<file path="config.mk">
export PLATFORM = sky130hd
export DESIGN_NAME = hostport_bridge
export DESIGN_NICKNAME = d
export VERILOG_FILES = /design/src/rtl/hpb_pkg.sv /design/src/rtl/hpb_regs.sv /design/src/rtl/hpb_pack.sv /design/src/rtl/hpb_req.sv /design/src/rtl/hostport_bridge.sv
export SDC_FILE = /design/constraint.sdc
export NUM_CORES = 1
export LEC_CHECK = 0
export ABC_CLOCK_PERIOD_IN_PS = 3300
export BUFFER_PORTS_ARGS = -buffer_cell sky130_fd_sc_hd__buf_4
export CORE_MARGIN = 3
export CORE_UTILIZATION = 61
export CTS_CLUSTER_SIZE = 28
export DETAILED_ROUTE_END_ITERATION = 12
export PLACE_DENSITY = 0.86
export SYNTH_ARGS = -nofsm -noshare
export SYNTH_HDL_FRONTEND = slang
export SYNTH_SLANG_ARGS = --single-unit
</file>
<file path="constraint.sdc">
create_clock -name clk -period 3.3 [get_ports clk]
set_input_delay 0.165 -clock clk [delete_from_list [all_inputs] [get_ports clk]]
set_output_delay 0.165 -clock clk [all_outputs]
set_load 0.01 [all_outputs]
</file>
<file path="src/rtl/hpb_pkg.sv">
package hpb_pkg;
    localparam int HALF_W    = 16;
    localparam int WORD_W    = 2 * HALF_W;
    localparam int BYTE_STEP = WORD_W / 8;

    typedef logic [HALF_W-1:0] half_t;
    typedef logic [WORD_W-1:0] word_t;

    typedef enum logic [1:0] {
        SEL_DATA     = 2'd0,
        SEL_DATA_INC = 2'd1,
        SEL_ADDR     = 2'd2,
        SEL_CTL      = 2'd3
    } hsel_e;

    typedef struct packed {
        logic  wr;
        word_t addr;
        word_t data;
        logic  inc;
    } xfer_t;

    // Joins two host half-words into one memory word in the selected order.
    function automatic word_t join_halves(half_t first, half_t second, logic hi_first);
        return hi_first ? {first, second} : {second, first};
    endfunction

    // Picks the half of a memory word that belongs to a given host slot.
    function automatic half_t pick_half(word_t w, logic second, logic hi_first);
        return (second ^ hi_first) ? w[WORD_W-1:HALF_W] : w[HALF_W-1:0];
    endfunction
endpackage

</file>
<file path="src/rtl/hpb_regs.sv">
module hpb_regs
    import hpb_pkg::*;
#(
    parameter int STEP = BYTE_STEP
) (
    input  logic  clk,
    input  logic  rst,
    input  logic  addr_we_lo,
    input  logic  addr_we_hi,
    input  logic  ctl_we,
    input  half_t wdata,
    input  logic  inc,
    output word_t addr_q,
    output logic  hi_first_q
);
    always_ff @(posedge clk) begin
        if (rst) begin
            addr_q     <= '0;
            hi_first_q <= 1'b0;
        end else begin
            if (inc) begin
                addr_q <= addr_q + word_t'(STEP);
            end else begin
                if (addr_we_lo) addr_q[HALF_W-1:0]      <= wdata;
                if (addr_we_hi) addr_q[WORD_W-1:HALF_W] <= wdata;
            end
            if (ctl_we) hi_first_q <= wdata[0];
        end
    end

    assert_step_on_grant_R10: assert property (@(posedge clk) disable iff (rst)
        inc |=> addr_q == $past(addr_q) + word_t'(STEP));
endmodule

</file>
<file path="src/rtl/hpb_pack.sv">
module hpb_pack
    import hpb_pkg::*;
(
    input  logic  clk,
    input  logic  rst,
    input  logic  first_we,
    input  half_t wdata,
    input  logic  hi_first,
    input  logic  cap_rd,
    input  word_t mem_rdata,
    output word_t wr_word,
    output word_t rd_buf_q
);
    half_t first_buf_q;

    always_ff @(posedge clk) begin
        if (rst) begin
            first_buf_q <= '0;
            rd_buf_q    <= '0;
        end else begin
            if (first_we) first_buf_q <= wdata;
            if (cap_rd)   rd_buf_q    <= mem_rdata;
        end
    end

    // The second half arrives on the host bus in the cycle the write launches.
    always_comb wr_word = join_halves(first_buf_q, wdata, hi_first);
endmodule

</file>
<file path="src/rtl/hpb_req.sv">
module hpb_req
    import hpb_pkg::*;
(
    input  logic  clk,
    input  logic  rst,
    input  logic  launch,
    input  xfer_t launch_x,
    input  logic  gnt,
    output logic  req_q,
    output xfer_t cur_q,
    output logic  done
);
    always_ff @(posedge clk) begin
        if (rst) begin
            req_q <= 1'b0;
            cur_q <= '0;
        end else if (req_q && gnt) begin
            req_q <= 1'b0;
        end else if (launch && !req_q) begin
            req_q <= 1'b1;
            cur_q <= launch_x;
        end
    end

    always_comb done = req_q && gnt;

    assert_hold_while_wait_R7: assert property (@(posedge clk) disable iff (rst)
        (req_q && !gnt) |=> (req_q && $stable(cur_q)));
    assert_drop_after_grant_R7: assert property (@(posedge clk) disable iff (rst)
        (req_q && gnt) |=> !req_q);
    assert_rise_needs_launch_R11: assert property (@(posedge clk) disable iff (rst)
        $rose(req_q) |-> $past(launch));
endmodule

</file>
<file path="src/rtl/hostport_bridge.sv">
module hostport_bridge
    import hpb_pkg::*;
(
    input  logic              clk,
    input  logic              rst,
    input  logic              hp_stb,
    input  logic              hp_rnw,
    input  logic [1:0]        hp_sel,
    input  logic              hp_half,
    input  logic [HALF_W-1:0] hp_wdata,
    output logic [HALF_W-1:0] hp_rdata,
    output logic              hp_ready,
    output logic              mq_req,
    output logic              mq_wr,
    output logic [WORD_W-1:0] mq_addr,
    output logic [WORD_W-1:0] mq_wdata,
    input  logic              mq_gnt,
    input  logic [WORD_W-1:0] mq_rdata
);
    hsel_e sel;
    logic  accept, is_data, launch, first_we, done;
    logic  req_q, hi_first_q;
    word_t addr_q, wr_word, rd_buf_q;
    xfer_t launch_x, cur_q;

    always_comb begin
        sel      = hsel_e'(hp_sel);
        accept   = hp_stb && hp_ready;
        is_data  = (sel == SEL_DATA) || (sel == SEL_DATA_INC);
        launch   = accept && is_data && (hp_rnw ? !hp_half : hp_half);
        first_we = accept && is_data && !hp_rnw && !hp_half;
        launch_x = '{wr: !hp_rnw, addr: addr_q, data: wr_word, inc: (sel == SEL_DATA_INC)};
    end

    hpb_regs u_regs (
        .clk        (clk),
        .rst        (rst),
        .addr_we_lo (accept && !hp_rnw && sel == SEL_ADDR && !hp_half),
        .addr_we_hi (accept && !hp_rnw && sel == SEL_ADDR && hp_half),
        .ctl_we     (accept && !hp_rnw && sel == SEL_CTL),
        .wdata      (hp_wdata),
        .inc        (done && cur_q.inc),
        .addr_q     (addr_q),
        .hi_first_q (hi_first_q)
    );

    hpb_pack u_pack (
        .clk       (clk),
        .rst       (rst),
        .first_we  (first_we),
        .wdata     (hp_wdata),
        .hi_first  (hi_first_q),
        .cap_rd    (done && !cur_q.wr),
        .mem_rdata (mq_rdata),
        .wr_word   (wr_word),
        .rd_buf_q  (rd_buf_q)
    );

    hpb_req u_req (
        .clk      (clk),
        .rst      (rst),
        .launch   (launch),
        .launch_x (launch_x),
        .gnt      (mq_gnt),
        .req_q    (req_q),
        .cur_q    (cur_q),
        .done     (done)
    );

    always_ff @(posedge clk) begin
        if (rst) begin
            hp_rdata <= '0;
        end else if (done && !cur_q.wr) begin
            hp_rdata <= pick_half(mq_rdata, 1'b0, hi_first_q);
        end else if (accept && hp_rnw) begin
            unique case (sel)
                SEL_ADDR: hp_rdata <= hp_half ? addr_q[WORD_W-1:HALF_W] : addr_q[HALF_W-1:0];
                SEL_CTL:  hp_rdata <= {{(HALF_W-1){1'b0}}, hi_first_q};
                default:  if (hp_half) hp_rdata <= pick_half(rd_buf_q, 1'b1, hi_first_q);
            endcase
        end
    end

    always_comb begin
        hp_ready = !req_q;
        mq_req   = req_q;
        mq_wr    = cur_q.wr;
        mq_addr  = cur_q.addr;
        mq_wdata = cur_q.data;
    end

    assert_stall_after_launch_R8: assert property (@(posedge clk) disable iff (rst)
        launch |=> !hp_ready);
    assert_ready_after_grant_R8: assert property (@(posedge clk) disable iff (rst)
        (mq_req && mq_gnt) |=> hp_ready);
    assert_stalled_strobe_inert_R9: assert property (@(posedge clk) disable iff (rst)
        (hp_stb && !hp_ready && !mq_gnt) |=> ($stable(addr_q) && $stable(hi_first_q)));
    assert_req_addr_from_reg_R4: assert property (@(posedge clk) disable iff (rst)
        $rose(mq_req) |-> mq_addr == $past(addr_q));
endmodule

</file>
==> impl_metrics.py, run 1 <==
metrics = {
    "finish": {
        "drive_above_1_share_pct": 20.5,
        "synthToLayoutAreaGrowth_pct": 18.7,
        "antenna_cells": 0,
        "nets": 1079,
        "fin_area_mm2": 0.00946,
        "final_core_util_pct": 74.4,
        "final_cells": 1207,
        "nFillCells": 939,
    },
    "die": {
        "fp.dieH_um": 120,
        "start_util_pct": 62.7,
        "rows": 41,
        "die-area_mm2": 0.0145,
        "coreArea_mm2": 0.0127,
        "io_pins": 139,
        "die_x_um": 120,
    },
    "timing": {
        "rsz0062_at_grt": "false",
        "setup_viol": 0,
        "finalCriticalPeriod_ns": 2.07,
        "setup_tns_ns": 0,
        "slew_headroom_pct": 48.3,
        "timing.hold.ws_ns": 0.00840,
        "fin_skew_ns": 0.00649,
        "fin_crit_sh_pct": 62.8,
        "hold_violations": 0,
        "tightest_slew_ns": 0.776,
        "max_freq_ghz": 0.482,
        "slew_viol_final": 0,
    },
    "critical_path": {
        "crit_path_end_kind": "flip-flop",
        "critical_path.max_fanout": 13,
        "cp-start-kind": "flip-flop",
        "cp_slowest_cell": "and3_1",
        "path_buf_inv": 0,
        "max_stage_delay_ns": 0.45,
        "critical_path.cell_chain": "and3_1 -> and2_0 -> and3_1 -> mux2_2 -> a21oi_1",
        "critPathMostFrequentCell": "and3_1",
        "cp.arrival_ns": 2.43,
        "crit_type": "reg -> reg",
        "crit_required_ns": 3.66,
        "path_delay_family": "simple AND/OR/NAND/NOR gates",
    },
    "drt": {
        "wl_per_cell_um": 17.6,
        "vias": 7206,
        "drtAntennaViolNets": 0,
        "first_pass_iters": 6,
        "drt-vias-per-instance": 5.97,
        "drtIter0Drc": 672,
        "routed_wl_um": 21200,
        "drc": 0,
    },
    "cts": {
        "clock-root-buffer": "clkbuf_16",
        "ctsResizeCount": 0,
        "tritoncts": "built",
        "clockBufferDepth": 2,
        "clock_sinks": 164,
        "htreeDepth": 4,
        "numCtsBuffers": 17,
        "clk_latency_ns": 0.43,
        "path_clk_slew_ns": 0.06,
    },
    "global_route": {
        "antenna_found_initial": 0,
        "grt_max_degree": 145,
        "grt_overflow_total": 0,
        "grt.total_usage_pct": 29.1,
        "grt_pass1_vias": 6594,
        "grt_pass1_wl_um": 33900,
    },
    "synthesis": {
        "synth_commonest_cells": "nand2_1 (192), dfxtp_1 (164), a21oi_1 (127), mux2i_1 (78), buf_4 (66)",
        "synth_top_area_share_pct": 41.2,
        "ys_ff_latch": 164,
        "yosysUniqueCellTypes": 58,
        "synthArstFlopShare_pct": 0,
        "yosys.cell_count.top_type": "nand2_1",
        "syn_avg_cell_area_um2": 8.25,
        "synth_nets": 1024,
        "ys_warn_count": 0,
        "yosysTopAreaCell": "dfxtp_1",
        "synth_ff_type": "dfxtp_1",
        "synth_edf_count": 0,
        "syn_area_mm2": 0.00797,
        "synthTopCellsByArea": "dfxtp_1 (41%), mux2i_1 (9.8%), nand2_1 (9.0%)",
        "seq_area_frac_synth_pct": 41.2,
        "syn_inst": 967,
    },
    "placed_design": {
        "dpl_cell_area_mm2": 0.00854,
        "gp_congestion": 0.928,
        "dpl.hpwl_um": 13600,
        "io_buffers": 138,
        "dp.cells": 1148,
    },
    "run_status": {
        "status": "finished, final reports clean",
    },
    "flow_run": {
        "cap_viol_max_count": 0,
    },
    "pwr": {
        "p_per_area_mw_per_mm2": 493,
        "peakVddDrop_mv": 0.465,
        "p_leak_nw": 3.45,
    },
    "min_path": {
        "min_path_type": "in -> reg",
    },
}
[path summary, 6_finish.rpt]
| kind | slack, ns | endpoint | from | depth (start not counted) |
|---|---|---|---|---|
| max | 1.23 | u_regs.addr_q[18]$_SDFFE_PP0P_ | u_req.req_q$_SDFFE_PP0P_ | 5 |
| min | 0.008 | u_pack.rd_buf_q[31]$_SDFFE_PP0P_ | mq_rdata[31] | 3 |
| max reg2reg | 1.23 | u_regs.addr_q[18]$_SDFFE_PP0P_ | u_req.req_q$_SDFFE_PP0P_ | 5 |
| min reg2reg | 0.45 | u_req.cur_q[55]$_SDFFE_PP0P_ | u_req.cur_q[55]$_SDFFE_PP0P_ | 2 |
[area by class of cell]
cell class | instances | area [µm²] | share of cell area, %
multi-input combinational | 658 | 3890 | 41.1
sequential | 164 | 3290 | 34.7
timing repair buffer | 174 | 1400 | 14.8
clock buffer | 19 | 443 | 4.68
tap | 172 | 215 | 2.27
clock inverter | 13 | 206 | 2.18
inverter | 7 | 26.3 | 0.278
[cell families after synthesis]
| family | share of synthesized area (%) |
|---|---|
| multiplexers | 12.2 |
| AO/OA/AOI/OAI | 18.2 |
| XOR/XNOR | 0.659 |
| AND/OR/NAND/NOR | 17.4 |
| adder cells (fa/ha/maj) | 0.157 |
| flip-flops | 41.2 |
| buffers and inverters | 10.2 |
[sequential cells by signal (all words and copies together), names as in the netlist]
signal              flops
u_req.cur_q            66
u_regs.addr_q          32
u_req.req_q             1
hp_rdata               16
u_pack.first_buf_q     16
u_regs.hi_first_q       1
u_pack.rd_buf_q        32
[layer usage]
metal  vias to the layer above  GRT usage [%]  part of all wire [%]
met5                         -              0                     0
met4                         0           11.4                   3.2
met3                        63           6.03                   7.8
met2                       348           48.9                    49
met1                      3364           36.9                    40
li1                       3431              -                     -
[worst min-delay path, cell delays in order]
cell and delay, ns:
buf_4 0.11, nand2_1 0.05, a21oi_1 0.06
[power breakdown]
part	switching (mW)	internal, mW	total (mW)
Sequential	0.0449	2.03	2.07
Combinational	0.224	0.190	0.414
Clock	0.814	1.36	2.18
[placed cells by master, fill, tap and decap left out, drive strengths merged, types with 3 or more instances in the layout]
master,count
nand2,193
clkinv,6
dfxtp,164
nor4,4
o22ai,16
nor2b,3
and3,5
nand4,8
nor2,51
xnor2,3
o31a,5
o211ai,8
o21ai,26
bufinv,5
mux2,17
clkbuf,19
nand3,19
a21oi,127
inv,7
dlygate4sd3,27
xor2,3
or3,3
a211oi,43
buf,147
nor3,7
and4,6
mux2i,78
and2,4
a311oi,3
[stage by stage]
step / setup slack [ns] / power [mW]
4_1_cts: 1.26 / 4.65
3_3_place_gp: 1.31 / 2.49
2_1_floorplan: 1.56 / 2.35
5_1_grt: 0.969 / 4.80
6_report: 1.23 / 4.66
3_5_place_dp: 1.23 / 2.50
[what timing repair did]
action	in CTS	in global routing
setup buffers	0	0
hold buffers	27	0
endpoints found under the hold margin	27	0
No activity file was read; power rests on OpenSTA's default activity.
==> inputs of run 2 (changes only) <==
--- a/config.mk
+++ b/config.mk
@@ -5,13 +5,14 @@
 export SDC_FILE = /design/constraint.sdc
 export NUM_CORES = 1
 export LEC_CHECK = 0
-export ABC_CLOCK_PERIOD_IN_PS = 3300
+export ABC_AREA = 1
+export ABC_CLOCK_PERIOD_IN_PS = 1900
 export BUFFER_PORTS_ARGS = -buffer_cell sky130_fd_sc_hd__buf_4
 export CORE_MARGIN = 3
-export CORE_UTILIZATION = 61
+export CORE_UTILIZATION = 51
 export CTS_CLUSTER_SIZE = 28
 export DETAILED_ROUTE_END_ITERATION = 12
-export PLACE_DENSITY = 0.86
+export PLACE_DENSITY = 0.76
 export SYNTH_ARGS = -nofsm -noshare
 export SYNTH_HDL_FRONTEND = slang
 export SYNTH_SLANG_ARGS = --single-unit
==> constraint.sdc (replaced) <==
create_clock -name clk -period 1.9 [get_ports clk]
set_input_delay 0.095 -clock clk [delete_from_list [all_inputs] [get_ports clk]]
set_output_delay 0.095 -clock clk [all_outputs]
set_load 0.01 [all_outputs]
==> impl_metrics.py, run 2 <==
metrics = {
    "synthesis": {
        "synth_ff_type": "dfxtp_1",
        "yosys.cell_count.top_type": "nand2_1",
        "synth_edf_count": 0,
        "synth_top_family_by_area": "compound AO/OA/AOI/OAI gates",
        "ys_ff_latch": 164,
        "synthArstFlopShare_pct": 0,
        "synthSimpleGateAreaFrac_pct": 19.3,
        "muxShareOfSynthArea_pct": 0,
        "syn_inst": 1165,
        "synth-xor-area-share_pct": 0.645,
        "synth_top_area_share_pct": 40.3,
        "synthTopCellsByArea": "dfxtp_1 (40%), o21ai_0 (11%), nand2_1 (9.3%)",
        "synth_nets": 1222,
        "synth_compound_area_share_pct": 25.3,
        "yosysTopAreaCell": "dfxtp_1",
        "syn_avg_cell_area_um2": 6.99,
        "ys_warn_count": 0,
        "yosysUniqueCellTypes": 36,
        "synth_commonest_cells": "nand2_1 (201), o21ai_0 (176), dfxtp_1 (164), a21oi_1 (135), nor2_1 (101)",
        "syn_area_mm2": 0.00814,
        "synthAdderAreaFrac_pct": 0.154,
        "seq_area_frac_synth_pct": 40.3,
    },
    "timing": {
        "rsz0062_at_grt": "false",
        "timing.hold.ws_ns": 0.0413,
        "setup_ws_ns": 0.192,
        "slew_headroom_pct": 66.5,
        "slew_viol_final": 0,
        "setup_tns_ns": 0,
        "fin_crit_sh_pct": 89.9,
        "max_freq_ghz": 0.586,
        "tightest_slew_ns": 0.503,
        "fin_skew_ns": 0.00889,
        "setup_viol": 0,
        "finalCriticalPeriod_ns": 1.71,
        "hold_violations": 0,
    },
    "flow_run": {
        "cap_viol_max_count": 0,
    },
    "placed_design": {
        "dp_slack_ns": 0.197,
        "dpl.hpwl_um": 16700,
        "io_buffers": 138,
        "gp_congestion": 0.960,
    },
    "die": {
        "rows": 45,
        "die-area_mm2": 0.0175,
        "coreArea_mm2": 0.0154,
        "io_pins": 139,
        "start_util_pct": 52.8,
        "die_x_um": 132,
        "fp.dieH_um": 132,
    },
    "pwr": {
        "p_per_area_mw_per_mm2": 858,
        "power_mw": 8.70,
        "peakVddDrop_mv": 0.652,
        "p_leak_nw": 4.18,
    },
    "finish": {
        "nFillCells": 1398,
        "final_cell_mix": "nand2_1 (200), o21ai_0 (176), buf_4 (164)",
        "synthToLayoutAreaGrowth_pct": 24.6,
        "drive_above_1_share_pct": 18.3,
        "final_common_cell": "nand2_1",
        "ff_latch_area_mm2": 0.00328,
        "largest_register_ffs": 66,
        "final_core_util_pct": 65.8,
        "top_register": "u_req.cur_q",
        "multi_input_comb_area_mm2": 0.00371,
        "antenna_cells": 0,
        "reg_top3": "u_req.cur_q x66, u_pack.rd_buf_q x32, u_regs.addr_q x32",
        "nets": 1324,
    },
    "global_route": {
        "antenna_found_initial": 0,
        "grt_overflow_total": 0,
        "grt.total_usage_pct": 28.5,
        "grt_pass1_wl_um": 40800,
        "grt_max_degree": 78,
        "grt_pass1_vias": 7773,
    },
    "critical_path": {
        "r2r_slack_ns": 0.19,
        "crit_required_ns": 2.20,
        "critical_path.max_fanout": 13,
        "crit_path_end_kind": "flip-flop",
        "cp-start-kind": "flip-flop",
        "crit_type": "reg -> reg",
        "cp.arrival_ns": 2.01,
    },
    "cts": {
        "htreeDepth": 4,
        "tritoncts": "built",
        "clk_latency_ns": 0.44,
        "clock_sinks": 164,
        "clockBufferDepth": 2,
        "path_clk_slew_ns": 0.06,
        "numCtsBuffers": 17,
        "clock-root-buffer": "clkbuf_16",
    },
    "drt": {
        "drt-vias-per-instance": 5.61,
        "vias": 8362,
        "drc": 0,
        "drtAntennaViolNets": 0,
        "wl_per_cell_um": 16.9,
        "first_pass_iters": 8,
        "routed_wl_um": 25200,
        "drtIter0Drc": 605,
    },
    "run_status": {
        "status": "finished, final reports clean",
    },
    "min_path": {
        "min_path_type": "in -> reg",
    },
}
run 2: final cells by class:
cell class | count | area share [%]
clock buffers | 21 | 4.73
well taps | 211 | 2.60
clock inverters | 11 | 1.94
inverters | 92 | 3.43
flip-flops and latches | 164 | 32.4
multi-input cells | 772 | 36.6
repair buffers | 220 | 18.3
run 2: per-stage QoR:
step | instances | area (µm²)
after floorplan | 1165 | 8140
after global placement | 1410 | 8970
after detailed placement | 1410 | 8970
after CTS | 1491 | 10100
after global routing | 1491 | 10100
final | 1491 | 10100
run 2: critical path, cell delays in order, from the launching register on:
cell     delay, ns
dfxtp_1       0.36
nor2_1        0.21
nand2_2       0.11
nor2_4        0.14
nand2_2       0.21
nand2_2       0.26
o22ai_1       0.11
inv_1         0.10
a21oi_1       0.07
run 2: report_power, final:
group | internal, mW | leakage (nW) | total, mW | switching [mW]
Combinational | 0.477 | 2.52 | 1.07 | 0.590
Sequential | 3.61 | 1.33 | 3.71 | 0.102
Clock | 2.48 | 0.326 | 3.93 | 1.45
run 2: path summary, 6_finish.rpt:
check | from | endpoint | depth (start not counted)
worst max register to register | u_req.req_q$_SDFFE_PP0P_ | u_regs.addr_q[14]$_SDFFE_PP0P_ | 8
worst min register to register | u_pack.rd_buf_q[30]$_SDFFE_PP0P_ | u_pack.rd_buf_q[30]$_SDFFE_PP0P_ | 2
worst max-delay path | u_req.req_q$_SDFFE_PP0P_ | u_regs.addr_q[14]$_SDFFE_PP0P_ | 8
worst min-delay path | mq_rdata[22] | u_pack.rd_buf_q[22]$_SDFFE_PP0P_ | 3
run 2: logic make-up (layout without fill, tap and decap cells):
| logic type | after synthesis | in the layout |
|---|---|---|
| compound gates | 390 | 390 |
| xor+xnor | 6 | 6 |
| fa+ha+maj | 1 | 1 |
| buf+inv | 229 | 344 |
| flops | 164 | 164 |
| simple gates | 375 | 375 |
run 2: layer usage:
layer / wire length [µm] / global-route usage [%] / share of wire (%)
met1: 10300 / 37.6 / 41
met2: 11700 / 45.8 / 47
met3: 2150 / 5.31 / 8.5
met4: 999 / 12.6 / 4.0
met5: 0 / 0 / 0
run 2: what timing repair did:
| item | 4_1_cts | 5_1_grt |
|---|---|---|
| resized for setup | 0 | 4 |
| hold buffers | 49 | 0 |
| endpoints found under the setup margin | 0 | 3 |
| setup buffers | 0 | 0 |
| hold endpoints to repair | 83 | 0 |
